<file path="src/rtl/dtim_pkg.sv">
package dtim_pkg;
  localparam int ADR_T1_CNT_LO = 0;
  localparam int ADR_T1_CNT_HI = 1;
  localparam int ADR_T1_LAT_LO = 2;
  localparam int ADR_T1_LAT_HI = 3;
  localparam int ADR_T2_CNT_LO = 4;
  localparam int ADR_T2_CNT_HI = 5;
  localparam int ADR_AUX       = 6;
  localparam int ADR_FLAGS     = 7;
  localparam int ADR_ENABLES   = 8;

  localparam int FLG_T1 = 6;
  localparam int FLG_T2 = 5;
  localparam int FLG_SR = 2;

  localparam logic [1:0] T1_MODE_CONT = 2'b01;
endpackage

</file>
<file path="src/rtl/dtim_counter.sv">
module dtim_counter #(
  parameter int CW     = 16,
  parameter bit RELOAD = 1'b1
) (
  input  logic          clk,
  input  logic          rst_n,
  input  logic          tick,
  input  logic          load,
  input  logic [CW-1:0] load_val,
  input  logic [CW-1:0] reload_val,
  input  logic          cont_mode,
  output logic [CW-1:0] count,
  output logic          expire
);
  logic          armed_q;
  logic [CW-1:0] count_q;
  logic [CW-1:0] next_cnt;

  generate
    if (RELOAD) begin : g_reload
      // After passing through all-ones, fetch the latch
      assign next_cnt = (count_q == '1) ? reload_val : count_q - 1'b1;
    end else begin : g_wrap
      logic unused_reload;
      assign unused_reload = ^reload_val;
      assign next_cnt = count_q - 1'b1;
    end
  endgenerate

  // Expiry: the step from zero to all-ones, when armed or free-running
  assign expire = tick && !load && (count_q == '0) && (armed_q || cont_mode);

  always_ff @(posedge clk) begin
    if (!rst_n) begin
      count_q <= '0;
      armed_q <= 1'b0;
    end else if (load) begin
      count_q <= load_val;
      armed_q <= 1'b1;
    end else if (tick) begin
      count_q <= next_cnt;
      if (expire) armed_q <= 1'b0;
    end
  end

  assign count = count_q;
endmodule

</file>
<file path="src/rtl/dtim_irq_ctrl.sv">
module dtim_irq_ctrl #(
  parameter int            FW       = 7,
  parameter logic [FW-1:0] IRQ_MASK = 7'h44
) (
  input  logic          clk,
  input  logic          rst_n,
  input  logic [FW-1:0] set_vec,
  input  logic [FW-1:0] clr_vec,
  input  logic          en_we,
  input  logic [FW:0]   en_wdata,
  output logic [FW-1:0] flags,
  output logic [FW-1:0] enables,
  output logic          any_pending,
  output logic          irq
);
  logic [FW-1:0] flags_q;
  logic [FW-1:0] en_q;

  always_ff @(posedge clk) begin
    if (!rst_n) begin
      flags_q <= '0;
      en_q    <= '0;
    end else begin
      // a set arriving with a clear wins
      flags_q <= (flags_q & ~clr_vec) | set_vec;
      if (en_we) begin
        if (en_wdata[FW]) en_q <= en_q | en_wdata[FW-1:0];
        else              en_q <= en_q & ~en_wdata[FW-1:0];
      end
    end
  end

  assign flags       = flags_q;
  assign enables     = en_q;
  assign any_pending = |(flags_q & en_q);
  assign irq         = |(flags_q & en_q & IRQ_MASK);
endmodule

</file>
<file path="src/rtl/dual_timer_irq.sv">
module dual_timer_irq #(
  parameter int AW = 4,
  parameter int DW = 8,
  parameter int CW = 16
) (
  input  logic          clk,
  input  logic          rst_n,
  input  logic          tick,
  input  logic          shift_done,
  input  logic [AW-1:0] bus_addr,
  input  logic [DW-1:0] bus_wdata,
  input  logic          bus_we,
  input  logic          bus_re,
  output logic [DW-1:0] bus_rdata,
  output logic          irq
);
  import dtim_pkg::*;

  localparam int HW = CW - DW;
  localparam int FW = DW - 1;
  localparam logic [FW-1:0] IRQ_MASK = FW'((1 << FLG_T1) | (1 << FLG_SR));

  logic [DW-1:0] t1_lat_lo, t1_lat_hi, t2_lat_lo, aux_q;
  logic [CW-1:0] t1_count, t2_count;
  logic          t1_exp, t2_exp, t1_load, t2_load;
  logic [FW-1:0] flag_q, en_q, set_vec, clr_vec;
  logic          any_pending;

  function automatic logic hit(input logic [AW-1:0] a, input int ref_adr);
    return a == AW'(ref_adr);
  endfunction

  assign t1_load = bus_we && hit(bus_addr, ADR_T1_CNT_HI);
  assign t2_load = bus_we && hit(bus_addr, ADR_T2_CNT_HI);

  always_ff @(posedge clk) begin
    if (!rst_n) begin
      t1_lat_lo <= '0;
      t1_lat_hi <= '0;
      t2_lat_lo <= '0;
      aux_q     <= '0;
    end else if (bus_we) begin
      if (hit(bus_addr, ADR_T1_CNT_LO) || hit(bus_addr, ADR_T1_LAT_LO)) t1_lat_lo <= bus_wdata;
      if (hit(bus_addr, ADR_T1_CNT_HI) || hit(bus_addr, ADR_T1_LAT_HI)) t1_lat_hi <= bus_wdata;
      if (hit(bus_addr, ADR_T2_CNT_LO)) t2_lat_lo <= bus_wdata;
      if (hit(bus_addr, ADR_AUX))       aux_q     <= bus_wdata;
    end
  end

  dtim_counter #(.CW(CW), .RELOAD(1'b1)) u_t1 (
    .clk        (clk),
    .rst_n      (rst_n),
    .tick       (tick),
    .load       (t1_load),
    .load_val   ({bus_wdata[HW-1:0], t1_lat_lo}),
    .reload_val ({t1_lat_hi[HW-1:0], t1_lat_lo}),
    .cont_mode  (aux_q[DW-1:DW-2] == T1_MODE_CONT),
    .count      (t1_count),
    .expire     (t1_exp)
  );

  dtim_counter #(.CW(CW), .RELOAD(1'b0)) u_t2 (
    .clk        (clk),
    .rst_n      (rst_n),
    .tick       (tick),
    .load       (t2_load),
    .load_val   ({bus_wdata[HW-1:0], t2_lat_lo}),
    .reload_val ({t1_lat_hi[HW-1:0], t1_lat_lo}),
    .cont_mode  (1'b0),
    .count      (t2_count),
    .expire     (t2_exp)
  );

  always_comb begin
    set_vec         = '0;
    set_vec[FLG_T1] = t1_exp;
    set_vec[FLG_T2] = t2_exp;
    set_vec[FLG_SR] = shift_done;
    clr_vec = (bus_we && hit(bus_addr, ADR_FLAGS)) ? bus_wdata[FW-1:0] : '0;
    if (t1_load || (bus_re && hit(bus_addr, ADR_T1_CNT_LO))) clr_vec[FLG_T1] = 1'b1;
    if (t2_load || (bus_re && hit(bus_addr, ADR_T2_CNT_LO))) clr_vec[FLG_T2] = 1'b1;
  end

  dtim_irq_ctrl #(.FW(FW), .IRQ_MASK(IRQ_MASK)) u_irq (
    .clk         (clk),
    .rst_n       (rst_n),
    .set_vec     (set_vec),
    .clr_vec     (clr_vec),
    .en_we       (bus_we && hit(bus_addr, ADR_ENABLES)),
    .en_wdata    (bus_wdata),
    .flags       (flag_q),
    .enables     (en_q),
    .any_pending (any_pending),
    .irq         (irq)
  );

  always_comb begin
    bus_rdata = '0;
    case (int'(bus_addr))
      ADR_T1_CNT_LO: bus_rdata = t1_count[DW-1:0];
      ADR_T1_CNT_HI: bus_rdata = DW'(t1_count[CW-1:DW]);
      ADR_T1_LAT_LO: bus_rdata = t1_lat_lo;
      ADR_T1_LAT_HI: bus_rdata = t1_lat_hi;
      ADR_T2_CNT_LO: bus_rdata = t2_count[DW-1:0];
      ADR_T2_CNT_HI: bus_rdata = DW'(t2_count[CW-1:DW]);
      ADR_AUX:       bus_rdata = aux_q;
      ADR_FLAGS:     bus_rdata = {any_pending, flag_q};
      ADR_ENABLES:   bus_rdata = {1'b1, en_q};
      default:       bus_rdata = '0;
    endcase
  end
endmodule

</file>
<file path="config.mk">
export PLATFORM = sky130hd
export DESIGN_NAME = dual_timer_irq
export DESIGN_NICKNAME = d
export VERILOG_FILES = /design/src/rtl/dtim_pkg.sv /design/src/rtl/dtim_counter.sv /design/src/rtl/dtim_irq_ctrl.sv /design/src/rtl/dual_timer_irq.sv
export SDC_FILE = /design/constraint.sdc
export NUM_CORES = 1
export LEC_CHECK = 0
export ABC_AREA = 1
export BUFFER_PORTS_ARGS = -buffer_cell sky130_fd_sc_hd__buf_2
export CORE_AREA = 2 2 92 94
export DETAILED_ROUTE_END_ITERATION = 10
export DIE_AREA = 0 0 94 96
export PLACE_DENSITY = 0.78
export SETUP_SLACK_MARGIN = 0.2
export SLEW_MARGIN = 0
export SYNTH_ARGS = -nofsm -noshare
export SYNTH_HDL_FRONTEND = slang
export SYNTH_SLANG_ARGS = --single-unit
</file>
<file path="constraint.sdc">
create_clock -name clk -period 2.1 [get_ports clk]
set_clock_uncertainty 0.1 [all_clocks]
set_input_delay 0.315 -clock clk [delete_from_list [all_inputs] [get_ports clk]]
set_output_delay 0.315 -clock clk [all_outputs]
set_load 0.01 [all_outputs]
</file>
# Word level (Yosys, flattened, before mapping)
# Cells that the tools add are included.
dict set report classes {
  magnitude_cmp 0
  n_addsub 2
  n_eq_ne 10
  shift 0
  n_reduce_logical 34
  n_mul 0
  n_mux 16
  bitwise 7
  n_div 0
}
# operator n
set ops {}
lappend ops {{16-bit 2-to-1 mux} 5}
lappend ops {{8-bit case mux with 9 select lines} 1}
lappend ops {{16-bit zero test} 2}
lappend ops {{16-bit by 1-bit subtractor with 16-bit output, second input constant} 2}
lappend ops {{7-bit AND} 3}
lappend ops {{16-bit == test, second input constant} 1}
lappend ops {{4-bit by 3-bit == test with 1-bit output, second input constant} 4}
lappend ops {{7-bit 2-to-1 mux} 2}
lappend ops {{7-bit NOT} 2}
lappend ops {{7-bit OR} 2}
lappend ops {{1-bit logical AND} 12}
lappend ops {{2-bit AND reduction} 6}
lappend ops {{4-bit by 2-bit == test with 1-bit output, second input constant} 2}
lappend ops {{1-bit 2-to-1 mux} 8}
lappend ops {{2-bit nonzero test} 4}
lappend ops {{7-bit OR reduction} 1}
lappend ops {{1-bit logical OR} 5}
lappend ops {{4-bit by 1-bit == test with 1-bit output, second input constant} 1}
lappend ops {{4-bit == test, second input constant} 1}
lappend ops {{4-bit zero test} 1}
lappend ops {{2-bit by 1-bit == test with 1-bit output, second input constant} 1}
lappend ops {{1-bit zero test} 2}
lappend ops {{2-bit OR reduction} 1}
dict set report word_totals {
  latchBits 0
  n_memories 0
  romBits 0
  reg_bits 80
  input_bits 18
  mem_bits_rw 0
  elab_cells 79
}

# Depth between registers and ports, before layout
dict set report depth {
  ltp_word 9
  mapped_depth 10
  mapped_depth_nobuf 10
}

# By module
# From an unflattened synthesis, not the netlist that was laid out.
dict set report unflattened {
  hier_cells 800
  area_unflattened_um2 5014.8
}
# module instances area_per_inst_um2 cells_per_inst
set by_module_without_submodules {}
lappend by_module_without_submodules {dual_timer_irq 1 1928.1 325}
lappend by_module_without_submodules {{dtim_counter (u_t1)} 1 1343.8 221}
lappend by_module_without_submodules {{dtim_counter (u_t2)} 1 1179.9 174}
lappend by_module_without_submodules {dtim_irq_ctrl 1 563.0 80}

# Worst setup path before layout
# No wires, ideal clock.
dict set report synth_path {
  path_type {input to output}
  startpoint {input bus_addr[2]}
  endpoint {output bus_rdata[6]}
  slack_ns 0.508
  n_path_buf 0
  t_arrival_ns 1.177
  stages 8
  required_time_ns 1.685
  path_cell_list {inv_1 > nor2_2 > nand2_1 > inv_1 > nand2_1 > o21ai_0 > a21oi_1 > nand3_1}
}
dict set report synth_between {
  elab_chain_cells 2
  elab_cells_between_ends 10
  cone_classes {eq/ne: 8; mux: 1; reduce/logical: 1}
}
# item line
set synth_lines {}
lappend synth_lines {{start, declared} dual_timer_irq.sv:10} ;# input logic [AW-1:0] bus_addr,
lappend synth_lines {{4-bit == test (tied with other cells)} dual_timer_irq.sv:99} ;# case (int'(bus_addr))
lappend synth_lines {{8-bit case mux with 9 select lines (*)} dual_timer_irq.sv:99}
lappend synth_lines {{end, declared} dual_timer_irq.sv:14} ;# output logic [DW-1:0] bus_rdata,
# Mark *: on every way between the ends. The rest lies on a longest branch, timed or not.

# Final worst setup path
dict set report layout_path {
  startpoint {register u_irq.flags_q[2], in the netlist u_irq.flags[2]}
  endpoint {output bus_rdata[7]}
}
dict set report layout_between {
  elab_chain_cells 3
}
# item line
set layout_lines {}
lappend layout_lines {{start, declared} dtim_irq_ctrl.sv:16} ;# logic [FW-1:0] flags_q;
lappend layout_lines {{start signal, assigned} dtim_irq_ctrl.sv:25} ;# flags_q <= (flags_q & ~clr_vec) | set_vec;
lappend layout_lines {{7-bit AND} dtim_irq_ctrl.sv:35} ;# assign any_pending = |(flags_q & en_q);
lappend layout_lines {{7-bit OR reduction} dtim_irq_ctrl.sv:35}
lappend layout_lines {{8-bit case mux with 9 select lines} dual_timer_irq.sv:99}
# Every way passes these cells.

==> results.py <==
metrics = {
    "run_status": {
        "status": "completed",
    },
    "synth": {
        "synth-seq-cells": 80,
        "ys_types": 36,
        "synth-async-reset-ratio_pct": 0,
        "synth_ff_type": "dfxtp_1",
        "synthesis.area_um2": 4750,
        "ys_top_cells_by_area": "dfxtp_1 34%, nand2_1 14%, inv_1 9.2%",
        "syn_inst": 758,
        "yosys_warnings": 0,
        "synth_top_area_share_pct": 33.7,
        "synth.largest_area_cell": "dfxtp_1",
        "seq_area_frac_synth_pct": 33.7,
        "syn_nets": 780,
        "syn_area_per_cell_um2": 6.26,
        "synth-edff-count": 0,
    },
    "global_routing": {
        "grtUsageMet1_pct": 43.3,
        "use_met2_pct": 60.2,
        "met3_usage_pct": 5.95,
        "overflow": 0,
        "grt.busiest_layer": "met2",
        "grt_max_degree": 34,
        "antenna_found_initial": 0,
        "grt_pass1_wl_mm": 23.9,
        "track_usage_pct": 35.0,
        "grt_pass1_vias": 4773,
    },
    "route": {
        "drtAntennaViolNets": 0,
        "wl_mm": 15.1,
        "dr_total_vias": 5075,
        "drt_iter0_drc": 381,
        "route.detailed.drc": 0,
        "firstDrtPassIters": 5,
        "wl_per_cell_um": 16.9,
        "viasPerCell": 5.70,
    },
    "sta": {
        "slew_viol_final": 0,
        "rsz0062_at_grt": "yes",
        "max_freq_mhz": 531,
        "maxSlewHeadroom_pct": 70.3,
        "min_period_over_period_pct": 89.6,
        "finalSetupTns_ps": 0,
        "hold_violations": 0,
        "finalSetupViolCount": 0,
        "post-route-min-period_ps": 1880,
        "layout_setup_ws_ps": 218,
        "worst_pin_slew_ps": 445,
    },
    "finish": {
        "final_cells": 891,
        "diodes": 0,
        "drive_gt1_share_pct": 12.7,
        "synthToLayoutAreaGrowth_pct": 9.75,
        "design_area_um2": 5210,
        "utilization_pct": 64.7,
        "finalNetCount": 803,
    },
    "floorplanning": {
        "die_h_um": 96,
        "start_util_pct": 59.0,
        "die_area_um2": 9020,
        "die_w_um": 94,
        "core_area_um2": 8050,
        "rows": 33,
        "io-pin-count": 27,
    },
    "clocking": {
        "htreeDepth": 3,
        "cts_made_buffers": 9,
        "clk_path_buf_depth": 2,
        "cts_hold_buf": 0,
        "postCtsSetupRepairBufs": 0,
        "root_buffer": "clkbuf_8",
        "clk_latency_ps": 370,
        "cts_tree": "done",
        "clk_pin_slew_ps": 80,
        "cts_sinks": 80,
    },
    "min_path": {
        "hold_depth": 3,
        "min_path_type": "input port to flip-flop",
    },
    "place": {
        "place.gp.congestion": 0.982,
        "io_buffer_count": 26,
        "placed_cell_area_um2": 4950,
        "hpwlAfterDp_mm": 11.1,
        "pre_cts_slack_ps": 128,
        "place_inst": 875,
    },
    "worst_setup_path": {
        "end_kind": "output pin",
        "crit_type": "flip-flop to output pin",
        "critPathArrivalTime_ps": 1470,
        "reg2reg_depth": 8,
        "critPathMaxFanout": 3,
        "start_kind": "flip-flop",
        "cp.required_ps": 1680,
    },
    "power_and_ir_drop": {
        "leakagePower_nw": 2.23,
        "peakVddDrop_mv": 0.379,
        "p_per_area_nw_per_um2": 748,
    },
    "run": {
        "maxCapViolCount": 0,
    },
}
==> stage by stage <==
step / hold slack [ps] / power [mW]
floorplan: 330 / 2.44
finish: 55.1 / 3.90
global route: 79.7 / 4.11
global placement: 339 / 2.69
detailed placement: 346 / 2.71
CTS: 54.5 / 3.86
==> placed cells by master (no fill, tap or decap), drive strengths merged <==
cell      synthesis  routed
and3              1       1
nand3b            1       1
clkinvlp          0       2
ha                4       4
bufinv            0       1
nand2           190     190
inv             122     124
a31oi             1       1
dfxtp            80      80
o211ai            1       1
a21oi            83      83
buf               9      32
or2               1       1
clkinv            2       3
clkbuf           11      10
o221ai            2       2
xnor2             2       2
a22o              1       1
nand3            44      44
o22ai            25      25
nor2             86      86
o21ai            76      76
nand4             6       6
xor2              5       5
nor3              5       5
==> timing repair <==
item / 4_1_cts / 5_1_grt
gates resized for setup: 8 / 16
pin swaps: 0 / 0
setup endpoints to repair: 8 / 10
==> layer usage <==
| layer | wire [um] | up-vias |
|---|---|---|
| li1 | - | 2487 |
| met5 | 0 | - |
| met4 | 561 | 0 |
| met2 | 7090 | 230 |
| met1 | 6190 | 2316 |
| met3 | 1220 | 42 |
==> cell families after synthesis <==
logic type,after synthesis,share of synthesized area [%]
adders and majority gates,4,1.05
xor gates and xnor gates,7,1.29
buffers and inverters,144,12.4
DFF,80,33.7
and+or+nand+nor,334,30.2
AOI/OAI and AO/OA,189,21.3
==> synthesized netlist by cell type, types with 5 or more instances <==
| library cell | instances |
|---|---|
| nand2_1 | 181 |
| inv_1 | 116 |
| a21oi_1 | 81 |
| dfxtp_1 | 80 |
| nor2_1 | 74 |
| o21ai_0 | 63 |
| nand3_1 | 42 |
| o22ai_1 | 25 |
| clkbuf_1 | 11 |
| o21ai_1 | 10 |
| nor2_2 | 9 |
| nand2_2 | 7 |
| nand4_1 | 6 |
| buf_6 | 5 |
| inv_2 | 5 |
| nor3_1 | 5 |
| xor2_1 | 5 |
==> worst paths after layout <==
path / startpoint / to / slack [ps]
worst min register to register: t2_lat_lo[6]$_SDFFE_PN0P_ / t2_lat_lo[6]$_SDFFE_PN0P_ / 360
worst max register to register: u_t1.count[0]$_SDFFE_PN0P_ / u_t1.armed_q$_SDFFE_PN0P_ / 350
worst max-delay path: u_irq.flags[2]$_SDFF_PN0_ / bus_rdata[7] / 220
worst min-delay path: shift_done / u_irq.flags[2]$_SDFF_PN0_ / 60
==> area by class of cell <==
| cell class | count | area, um^2 |
|---|---|---|
| Inverter | 124 | 470 |
| Multi-Input combinational cell | 534 | 2620 |
| Sequential cell | 80 | 1600 |
| Tap cell | 105 | 131 |
| Timing Repair Buffer | 32 | 188 |
| Clock buffer | 10 | 128 |
| Clock inverter | 6 | 67.6 |
| Fill cell | 791 | 2840 |
==> power breakdown <==
part / leakage (nW) / switching (mW) / total (mW) / internal (mW)
combinational: 1.48 / 0.695 / 1.02 / 0.324
sequential: 0.652 / 0.0954 / 1.70 / 1.61
clock: 0.0933 / 0.618 / 1.17 / 0.556
==> critical path: stages, from the launching register on <==
cell	delay, ps
dfxtp_2	340
a22o_1	250
nor2_1	90
nand2_1	80
nand2_1	90
nand3_2	100
buf_2	150
==> state kept, by name, indices dropped and copies added (netlist names), named ones only <==
| name | count |
|---|---|
| u_t1.count | 16 |
| u_t2.count | 16 |
| aux_q | 8 |
| t1_lat_hi | 8 |
| t1_lat_lo | 8 |
| t2_lat_lo | 8 |
| u_irq.flags | 7 |
| u_t1.armed_q | 1 |
| u_t2.armed_q | 1 |
Note: power is estimated with default switching activity, not from simulation.
